**src/rtl/tbc_pkg.sv**
```systemverilog
package tbc_pkg;
  localparam int unsigned BUS_W  = 32;
  localparam int unsigned ADDR_W = 3;
  localparam int unsigned NREF   = 2;
  localparam int unsigned LVL_W  = 8;
  localparam int unsigned CTL_W  = 16;

  localparam logic [ADDR_W-1:0] A_CTRL = 3'd0;
  localparam logic [ADDR_W-1:0] A_KEY  = 3'd1;
  localparam logic [ADDR_W-1:0] A_REF0 = 3'd2;
  localparam logic [ADDR_W-1:0] A_CNTL = 3'd4;
  localparam logic [ADDR_W-1:0] A_CNTH = 3'd5;

  // control bit positions (LSB = 0); flag/enable of reference i at (base - i)
  localparam int B_EN    = 0;
  localparam int B_FZ    = 1;
  localparam int B_IEN0  = 3;
  localparam int B_FLG0  = 7;
  localparam int LVL_LSB = 8;
endpackage

```
**src/rtl/tbc_counter.sv**
```systemverilog
module tbc_counter #(
  parameter int unsigned LO_W = 32,
  parameter int unsigned HI_W = 32
) (
  input  logic                 clk,
  input  logic                 rst_n,
  input  logic                 adv_i,
  output logic [LO_W+HI_W-1:0] cnt_o
);
  logic [LO_W-1:0] lo_q, lo_d;
  logic [HI_W-1:0] hi_q, hi_d;
  logic            carry;
  logic            hi_en;

  always_comb begin
    carry = &lo_q;
    hi_en = adv_i && carry;
    lo_d  = lo_q + 1'b1;
    hi_d  = hi_q + 1'b1;
  end

  always_ff @(posedge clk or negedge rst_n) begin
    if (!rst_n) begin
      lo_q <= '0;
    end else if (adv_i) begin
      lo_q <= lo_d;
    end
  end

  always_ff @(posedge clk or negedge rst_n) begin
    if (!rst_n) begin
      hi_q <= '0;
    end else if (hi_en) begin
      hi_q <= hi_d;
    end
  end

  assign cnt_o = {hi_q, lo_q};
endmodule

```
**src/rtl/tbc_refcmp.sv**
```systemverilog
module tbc_refcmp #(
  parameter int unsigned LO_W = 32,
  parameter int unsigned NREF = 2
) (
  input  logic                      clk,
  input  logic                      rst_n,
  input  logic [NREF-1:0]           wr_i,
  input  logic [LO_W-1:0]           wdata_i,
  input  logic [LO_W-1:0]           low_i,
  output logic [NREF-1:0][LO_W-1:0] ref_o,
  output logic [NREF-1:0]           hit_o
);
  for (genvar g = 0; g < NREF; g++) begin : g_ref
    logic [LO_W-1:0] ref_q;

    always_ff @(posedge clk or negedge rst_n) begin
      if (!rst_n) begin
        ref_q <= '0;
      end else if (wr_i[g]) begin
        ref_q <= wdata_i;
      end
    end

    assign ref_o[g] = ref_q;
    assign hit_o[g] = (ref_q == low_i);
  end
endmodule

```
**src/rtl/tbc_ctrl.sv**
```systemverilog
module tbc_ctrl
  import tbc_pkg::*;
#(
  parameter logic [BUS_W-1:0] KEY = 32'h55CC_AA33
) (
  input  logic             clk,
  input  logic             rst_n,
  input  logic             ctl_wr_i,
  input  logic             key_wr_i,
  input  logic [BUS_W-1:0] wdata_i,
  input  logic [NREF-1:0]  hit_i,
  output logic [LVL_W-1:0] lvl_o,
  output logic [NREF-1:0]  flag_o,
  output logic             fz_o,
  output logic             en_o,
  output logic             locked_o,
  output logic             irq_o,
  output logic [CTL_W-1:0] reg_o
);
  logic [LVL_W-1:0] lvl_q, lvl_d;
  logic [NREF-1:0]  ien_q, ien_d;
  logic [NREF-1:0]  flag_q, flag_d;
  logic [NREF-1:0]  clr;
  logic             fz_q, fz_d;
  logic             en_q, en_d;
  logic             lock_q, lock_d;
  logic             ctl_ok;

  always_comb begin
    ctl_ok = ctl_wr_i && !lock_q;
    lvl_d  = lvl_q;
    ien_d  = ien_q;
    fz_d   = fz_q;
    en_d   = en_q;
    lock_d = lock_q;
    for (int i = 0; i < NREF; i++) begin
      clr[i]    = ctl_ok && wdata_i[B_FLG0-i];
      flag_d[i] = (flag_q[i] && !clr[i]) || (hit_i[i] && en_q);
    end
    if (ctl_ok) begin
      lvl_d = wdata_i[LVL_LSB +: LVL_W];
      fz_d  = wdata_i[B_FZ];
      en_d  = wdata_i[B_EN];
      for (int i = 0; i < NREF; i++) begin
        ien_d[i] = wdata_i[B_IEN0-i];
      end
    end
    if (key_wr_i && (wdata_i == KEY)) begin
      lock_d = 1'b0;
    end
  end

  always_ff @(posedge clk or negedge rst_n) begin
    if (!rst_n) begin
      lvl_q <= '0;
      ien_q <= '0;
      fz_q  <= 1'b0;
      en_q  <= 1'b0;
    end else if (ctl_ok) begin
      lvl_q <= lvl_d;
      ien_q <= ien_d;
      fz_q  <= fz_d;
      en_q  <= en_d;
    end
  end

  always_ff @(posedge clk or negedge rst_n) begin
    if (!rst_n) begin
      flag_q <= '0;
      lock_q <= 1'b1;
    end else begin
      flag_q <= flag_d;
      lock_q <= lock_d;
    end
  end

  always_comb begin
    reg_o = '0;
    reg_o[LVL_LSB +: LVL_W] = lvl_q;
    for (int i = 0; i < NREF; i++) begin
      reg_o[B_FLG0-i] = flag_q[i];
      reg_o[B_IEN0-i] = ien_q[i];
    end
    reg_o[B_FZ] = fz_q;
    reg_o[B_EN] = en_q;
  end

  assign lvl_o    = lvl_q;
  assign flag_o   = flag_q;
  assign fz_o     = fz_q;
  assign en_o     = en_q;
  assign locked_o = lock_q;
  assign irq_o    = |(flag_q & ien_q);
endmodule

```
**src/rtl/timebase_cmp.sv**
```systemverilog
module timebase_cmp
  import tbc_pkg::*;
#(
  parameter int unsigned      LO_W = 32,
  parameter int unsigned      HI_W = 32,
  parameter logic [BUS_W-1:0] KEY  = 32'h55CC_AA33
) (
  input  logic                 clk,
  input  logic                 rst_n,
  input  logic                 tick_i,
  input  logic                 freeze_i,
  input  logic                 bus_sel_i,
  input  logic                 bus_wr_i,
  input  logic [ADDR_W-1:0]    bus_addr_i,
  input  logic [BUS_W-1:0]     bus_wdata_i,
  output logic [BUS_W-1:0]     bus_rdata_o,
  output logic [LO_W+HI_W-1:0] tb_count_o,
  output logic                 irq_o,
  output logic [LVL_W-1:0]     irq_level_o
);
  localparam int unsigned CNT_W = LO_W + HI_W;

  logic [1:0]                rs_q;
  logic                      rst_s_n;
  logic                      wr_any, ctl_wr, key_wr;
  logic [NREF-1:0]           ref_wr;
  logic [NREF-1:0][LO_W-1:0] refs;
  logic [NREF-1:0]           hits;
  logic [NREF-1:0]           flags;
  logic [CTL_W-1:0]          ctl_reg;
  logic [LVL_W-1:0]          lvl;
  logic                      en_w, fz_w, locked_w, adv;
  logic [CNT_W-1:0]          cnt;

  always_ff @(posedge clk or negedge rst_n) begin
    if (!rst_n) begin
      rs_q <= 2'b00;
    end else begin
      rs_q <= {rs_q[0], 1'b1};
    end
  end
  assign rst_s_n = rs_q[1];

  always_comb begin
    wr_any = bus_sel_i && bus_wr_i;
    ctl_wr = wr_any && (bus_addr_i == A_CTRL);
    key_wr = wr_any && (bus_addr_i == A_KEY);
    for (int i = 0; i < NREF; i++) begin
      ref_wr[i] = wr_any && (bus_addr_i == (A_REF0 + ADDR_W'(i)));
    end
    adv = tick_i && en_w && !(fz_w && freeze_i);
  end

  tbc_counter #(.LO_W(LO_W), .HI_W(HI_W)) u_cnt (
    .clk   (clk),
    .rst_n (rst_s_n),
    .adv_i (adv),
    .cnt_o (cnt)
  );

  tbc_refcmp #(.LO_W(LO_W), .NREF(NREF)) u_ref (
    .clk     (clk),
    .rst_n   (rst_s_n),
    .wr_i    (ref_wr),
    .wdata_i (bus_wdata_i[LO_W-1:0]),
    .low_i   (cnt[LO_W-1:0]),
    .ref_o   (refs),
    .hit_o   (hits)
  );

  tbc_ctrl #(.KEY(KEY)) u_ctl (
    .clk      (clk),
    .rst_n    (rst_s_n),
    .ctl_wr_i (ctl_wr),
    .key_wr_i (key_wr),
    .wdata_i  (bus_wdata_i),
    .hit_i    (hits),
    .lvl_o    (lvl),
    .flag_o   (flags),
    .fz_o     (fz_w),
    .en_o     (en_w),
    .locked_o (locked_w),
    .irq_o    (irq_o),
    .reg_o    (ctl_reg)
  );

  always_comb begin
    bus_rdata_o = '0;
    if (bus_sel_i && !bus_wr_i) begin
      case (bus_addr_i)
        A_CTRL:  bus_rdata_o[CTL_W-1:0] = ctl_reg;
        A_REF0:  bus_rdata_o[LO_W-1:0]  = refs[0];
        A_REF0 + 3'd1: bus_rdata_o[LO_W-1:0] = refs[1];
        A_CNTL:  bus_rdata_o[LO_W-1:0]  = cnt[LO_W-1:0];
        A_CNTH:  bus_rdata_o[HI_W-1:0]  = cnt[LO_W +: HI_W];
        default: bus_rdata_o = '0;
      endcase
    end
  end

  assign tb_count_o  = cnt;
  assign irq_level_o = lvl;
endmodule

```
**config.mk**
```make
export PLATFORM = sky130hd
export DESIGN_NAME = timebase_cmp
export DESIGN_NICKNAME = d
export VERILOG_FILES = /design/src/rtl/tbc_pkg.sv /design/src/rtl/tbc_counter.sv /design/src/rtl/tbc_refcmp.sv /design/src/rtl/tbc_ctrl.sv /design/src/rtl/timebase_cmp.sv
export SDC_FILE = /design/constraint.sdc
export NUM_CORES = 1
export LEC_CHECK = 0
export CAP_MARGIN = 20
export CORE_ASPECT_RATIO = 1.25
export CORE_UTILIZATION = 48
export CTS_CLUSTER_DIAMETER = 120
export DETAILED_ROUTE_END_ITERATION = 16
export PLACE_DENSITY = 0.87
export REMOVE_ABC_BUFFERS = 1
export SYNTH_ARGS = -nofsm -noshare
export SYNTH_HDL_FRONTEND = slang
export SYNTH_SLANG_ARGS = --single-unit
```
**constraint.sdc**
```tcl
create_clock -name clk -period 4.45 [get_ports clk]
set_clock_uncertainty 0.2 [all_clocks]
set_input_delay 1.1125 -clock clk [delete_from_list [all_inputs] [get_ports clk]]
set_output_delay 1.1125 -clock clk [all_outputs]
set_load 0.1 [all_outputs]
```
* After elaboration in Yosys (flattened, before gate mapping) *
Index checks and enable logic that the tools add are counted.

word-level totals
  register bits = 145
  input port bits = 41
  output and inout bits = 105
  word-level logic and storage cells = 53

cells by class
  add/subtract/negate cells = 2
  eq/ne operators = 8
  multiplexer cells = 3
  bitwise operators = 1
  reductions and logical operators = 28

operator list
  operator               count
  $pmux 16 s5            1
  $add 32x1->32 const B  2
  $eq 32x32->1           2
  $pmux 16 s4            1
  $eq 32x31->1 const B   1
  $mux 32                1
  $reduce_and 32->1      1
  $logic_and 1x1->1      18
  $eq 3x2->1 const B     2
  $eq 3x3->1 const B     2
  $logic_not 1->1        5
  $eq 3x1->1 const B     1
  $logic_not 3->1        1
  $and 2x2->2            1
  $logic_or 1x1->1       2
  $reduce_or 2->1        1

* Depth between registers and ports, before layout *
  word-level depth = 7
  depth in mapped cells = 7

* Modules after synthesis *
Synthesis repeated with hierarchy kept, for this count alone.

unflattened totals
  cells, all modules = 759
  area, all modules = 8305.5 sq um

by module, submodules not included
  module        times used  cells an instance  area each (sq um)
  tbc_counter   1           282                3071.7
  tbc_refcmp    1           222                3070.4
  timebase_cmp  1           168                1377.6
  tbc_ctrl      1           87                 785.8

* Least setup slack after synthesis *
No wires, ideal clock.

  path kind = input port to output port
  start point = input bus_addr_i[0]
  end point = output bus_rdata_o[8]
  arrival time = 3.672 ns
  data required time = 3.138 ns
  setup slack = -0.535 ns
  stages = 6
  path through = clkbuf_1 -> buf_1 -> mux2i_1 -> nor2_1 -> a21oi_1 -> a21oi_1

between the ends
  cells in the longest elaborated chain, start to end = 3

ends and longest elaborated chain
  what                                RTL line            RTL
  start, declared                     timebase_cmp.sv:14  input logic [ADDR_W-1:0] bus_addr_i,
  $eq 3x3->1 (tied with other cells)  timebase_cmp.sv:90  case (bus_addr_i)
  $pmux 16 s5 (*)                     timebase_cmp.sv:90
  $mux 32 (*)                         timebase_cmp.sv:89  if (bus_sel_i && !bus_wr_i) begin
  end, declared                       timebase_cmp.sv:16  output logic [BUS_W-1:0] bus_rdata_o,

Every way passes the cells marked *; elsewhere a longest branch is shown, timed or not.

* Worst setup path after layout *
  start point = input bus_addr_i[1]
  end point = output bus_rdata_o[17]

between the ends
  cells in the longest elaborated chain, start to end = 3

ends and longest elaborated chain
  what                                             RTL line
  $eq 3x3->1 / $eq 3x2->1 (equally long branches)  timebase_cmp.sv:90
  $pmux 16 s4 (*)                                  timebase_cmp.sv:90
  $mux 32 (*)                                      timebase_cmp.sv:89

Marks and branches as above.

==> impl_metrics.toml <==
[outcome]
status = "finished, final reports clean"

[worst_setup_path]
crit_fanout = 30
cp-start-kind = "primary input"
arrival_ns = 3.02
critPathKind = "in -> out"
r2r_cells = 5
critPathCaptureType = "output port"
timing.rr.end = "u_cnt.hi_q[1]"
r2r_setup_slack_ns = 1.46
required_ns = 3.14
timing.rr.start = "u_cnt.lo_q[9]"

[synthesis]
synthArstFlopShare = 1.000
synth_cell_types = 47
synth_ff_type = "dfrtp_1"
synth-edff-count = 0
syn-cell-area_um2 = 7974
yosys_warnings = 0
avgSynthCellArea_um2 = 10.59
synth-seq-cells = 145
seq_area_frac_synth = 0.4552
synth_cells = 753

[clock_tree]
cts_tree = "yes"
path_clk_slew_ns = 0.06
clockRootBuffer = "clkbuf_16"
post-cts-setup-buffer-count = 0
clk_latency_ns = 0.42
clockBufferDepth = 2
numClockSinks = 145
post_cts_resize_count = 0
cts_max_level = 4
cts_hold_buf = 0
numCtsBuffers = 17

[placed_design]
routabilityCongestion = 0.9368
place.detailed.hpwl_um = 17170
port_buffers = 145
dp.cells = 1065

[floorplanning]
die_height_um = 146.1
ioPinCount = 146
core_um2 = 16200
start_util = 0.4922
rows = 52
dieWidth_um = 117.3
die_area_um2 = 17130

[run]
drv_cap = 0

[global_route]
grt_overflow = 0
grt_pass1_vias = 6740
grt_pass1_wl_um = 39850
grt_max_degree = 144
grt_usage = 0.3152
antenna_found_initial = 0

[pwr]
power_frac_clock = 0.380
p_per_area_nw_per_um2 = 427.2
p_leak_nw = 4.549
pwr-share-seq = 0.385
finalPower_w = 0.004537
swShare = 0.3209
vdd_drop_max_uv = 293.2
pwr-share-comb = 0.236
p_int_w = 0.003081
switchingPower_w = 0.001456

[drt]
drt_iter0_drc = 863
first_pass_iters = 5
routedWlPerCell_um = 23.50
vias_per_cell = 6.251
drt_drc_violations_left = 0
vias = 6857
routed_wl_um = 25780
detail-route-antenna-nets = 0

[finish]
final_common_cell = "dfrtp_1"
instances_no_fill = 1097
nNetsFinal = 911
antenna_cells = 0
n_fill_cell = 1137
layout_common_cells = "dfrtp_1, clkdlybuf4s50_1, mux2_2, xor2_1, nor2_1"
drive_gt1_frac = 0.1918
syn2layout_area_growth_pct = 33.19

[sta]
hold_viol_final = 0
period_needed_ns = 4.337
fin_crit_sh = 0.9746
rsz0062_at_grt = "no"
fmax_mhz = 230.6
drv_slew = 0
worst_slew_pin_slew_ns = 1.035
setup_violations = 0
slew_headroom = 0.3079
whs_ns = 0.1537

[worst_hold_path]
hold_path_end = "rs_q[1]"
hold_path_class = "reg -> reg"
min_from = "rs_q[0]"
hold_depth = 0
-- metal layers --
metal | track usage | routed length, µm
met1 | 0.4004 | 9834
met2 | 0.4912 | 12330
met3 | 0.06683 | 2099
met4 | 0.1842 | 1516
met5 | 0 | 0
-- cell type report --
type / instances / area (µm²) / area share
Sequential cell: 145 / 3633 / 0.3421
Multi-Input combinational cell: 530 / 3999 / 0.3765
Clock buffer: 23 / 488.0 / 0.04595
Clock inverter: 9 / 224.0 / 0.02109
Tap cell: 216 / 270.3 / 0.02545
Inverter: 11 / 41.29 / 0.003888
Timing Repair Buffer: 163 / 1964 / 0.1850
-- Yosys cell counts (2+ instances only) --
cell type | count | area, µm²
xnor2_1 | 59 | 516.8
xor2_1 | 67 | 586.8
nor4bb_1 | 2 | 20.02
buf_4 | 12 | 90.09
and3_1 | 11 | 68.82
buf_2 | 3 | 15.01
clkbuf_1 | 41 | 153.9
and2_1 | 4 | 25.02
nand2b_1 | 2 | 12.51
ha_1 | 2 | 25.02
a22oi_1 | 14 | 105.1
nand2_1 | 30 | 112.6
and4_1 | 8 | 70.07
a222oi_1 | 2 | 20.02
buf_1 | 8 | 30.03
a221oi_1 | 15 | 131.4
mux2i_1 | 31 | 310.3
nor3_1 | 22 | 110.1
nand3_1 | 20 | 100.1
nor3b_1 | 3 | 22.52
mux2_1 | 2 | 22.52
inv_1 | 11 | 41.29
nor2b_1 | 3 | 18.77
nand4b_1 | 3 | 26.28
buf_6 | 2 | 22.52
a21oi_1 | 28 | 140.1
nor4_1 | 24 | 150.1
dfrtp_1 | 144 | 3603
o21ai_0 | 2 | 10.01
nand4_1 | 23 | 143.9
mux2_2 | 78 | 878.3
nor2_1 | 62 | 232.7
-- metrics by stage --
stage          cell area, µm²  setup TNS [ns]  utilization  setup slack [ns]
6_report                10620               0       0.6555            0.1131
5_1_grt                 10620               0       0.6555           0.06698
4_1_cts                 10620               0       0.6555            0.1617
3_5_place_dp             9908               0       0.6116            0.1598
3_3_place_gp             9908               0       0.6116            0.2303
2_1_floorplan            7657          -33.21            -           -0.7518
-- worst max-delay path, cell delays in order --
cell and delay, ns:
clkdlybuf4s50_1 0.58, nor2b_1 0.19, and2_1 0.24, buf_12 0.23, a221oi_1 0.12, nor2_1 0.30
buf_12 0.22
-- state kept, by name, summed over array words and instances (netlist names) --
signal             flops
rs_q                   2
u_cnt.hi_q            32
u_cnt.lo_q            32
u_ctl.en_o             1
u_ctl.flag_o           2
u_ctl.fz_o             1
u_ctl.ien_q            2
u_ctl.locked_o         1
u_ctl.lvl_o            8
u_ref.g_ref.ref_q     64
-- power groups by stage --
stage          registers [W]  clock network, W  logic (W)
2_1_floorplan        0.00196                 0   0.000458
3_3_place_gp         0.00174                 0    0.00102
3_5_place_dp         0.00175                 0    0.00104
4_1_cts              0.00173           0.00172    0.00106
5_1_grt              0.00176           0.00178    0.00111
6_report             0.00175           0.00172    0.00107
-- worst max-delay path by stage --
stage / startpoint / end / slack [ns] / depth (start not counted)
floorplan: bus_addr_i[2] / bus_rdata_o[0] / -0.75 / 4
global placement: bus_addr_i[1] / bus_rdata_o[3] / 0.23 / 7
detailed placement: bus_addr_i[1] / bus_rdata_o[27] / 0.16 / 7
CTS: bus_addr_i[1] / bus_rdata_o[3] / 0.16 / 7
global route: bus_addr_i[1] / bus_rdata_o[17] / 0.07 / 7
finish: bus_addr_i[1] / bus_rdata_o[17] / 0.11 / 7
-- cell families (layout without fill, tap and decap cells) --
family	after synthesis	count (layout)	share of synthesized area
multiplexers	111	111	0.1519
AND/OR/NAND/NOR	225	225	0.1508
flip-flops	145	145	0.4552
adder cells (fa/ha/maj)	2	2	0.003138
AO/OA/AOI/OAI	65	65	0.05523
XOR/XNOR	126	126	0.1384
buffers and inverters	78	206	0.04488
other	1	1	0.0004703
(Power assumes the default switching activity.)
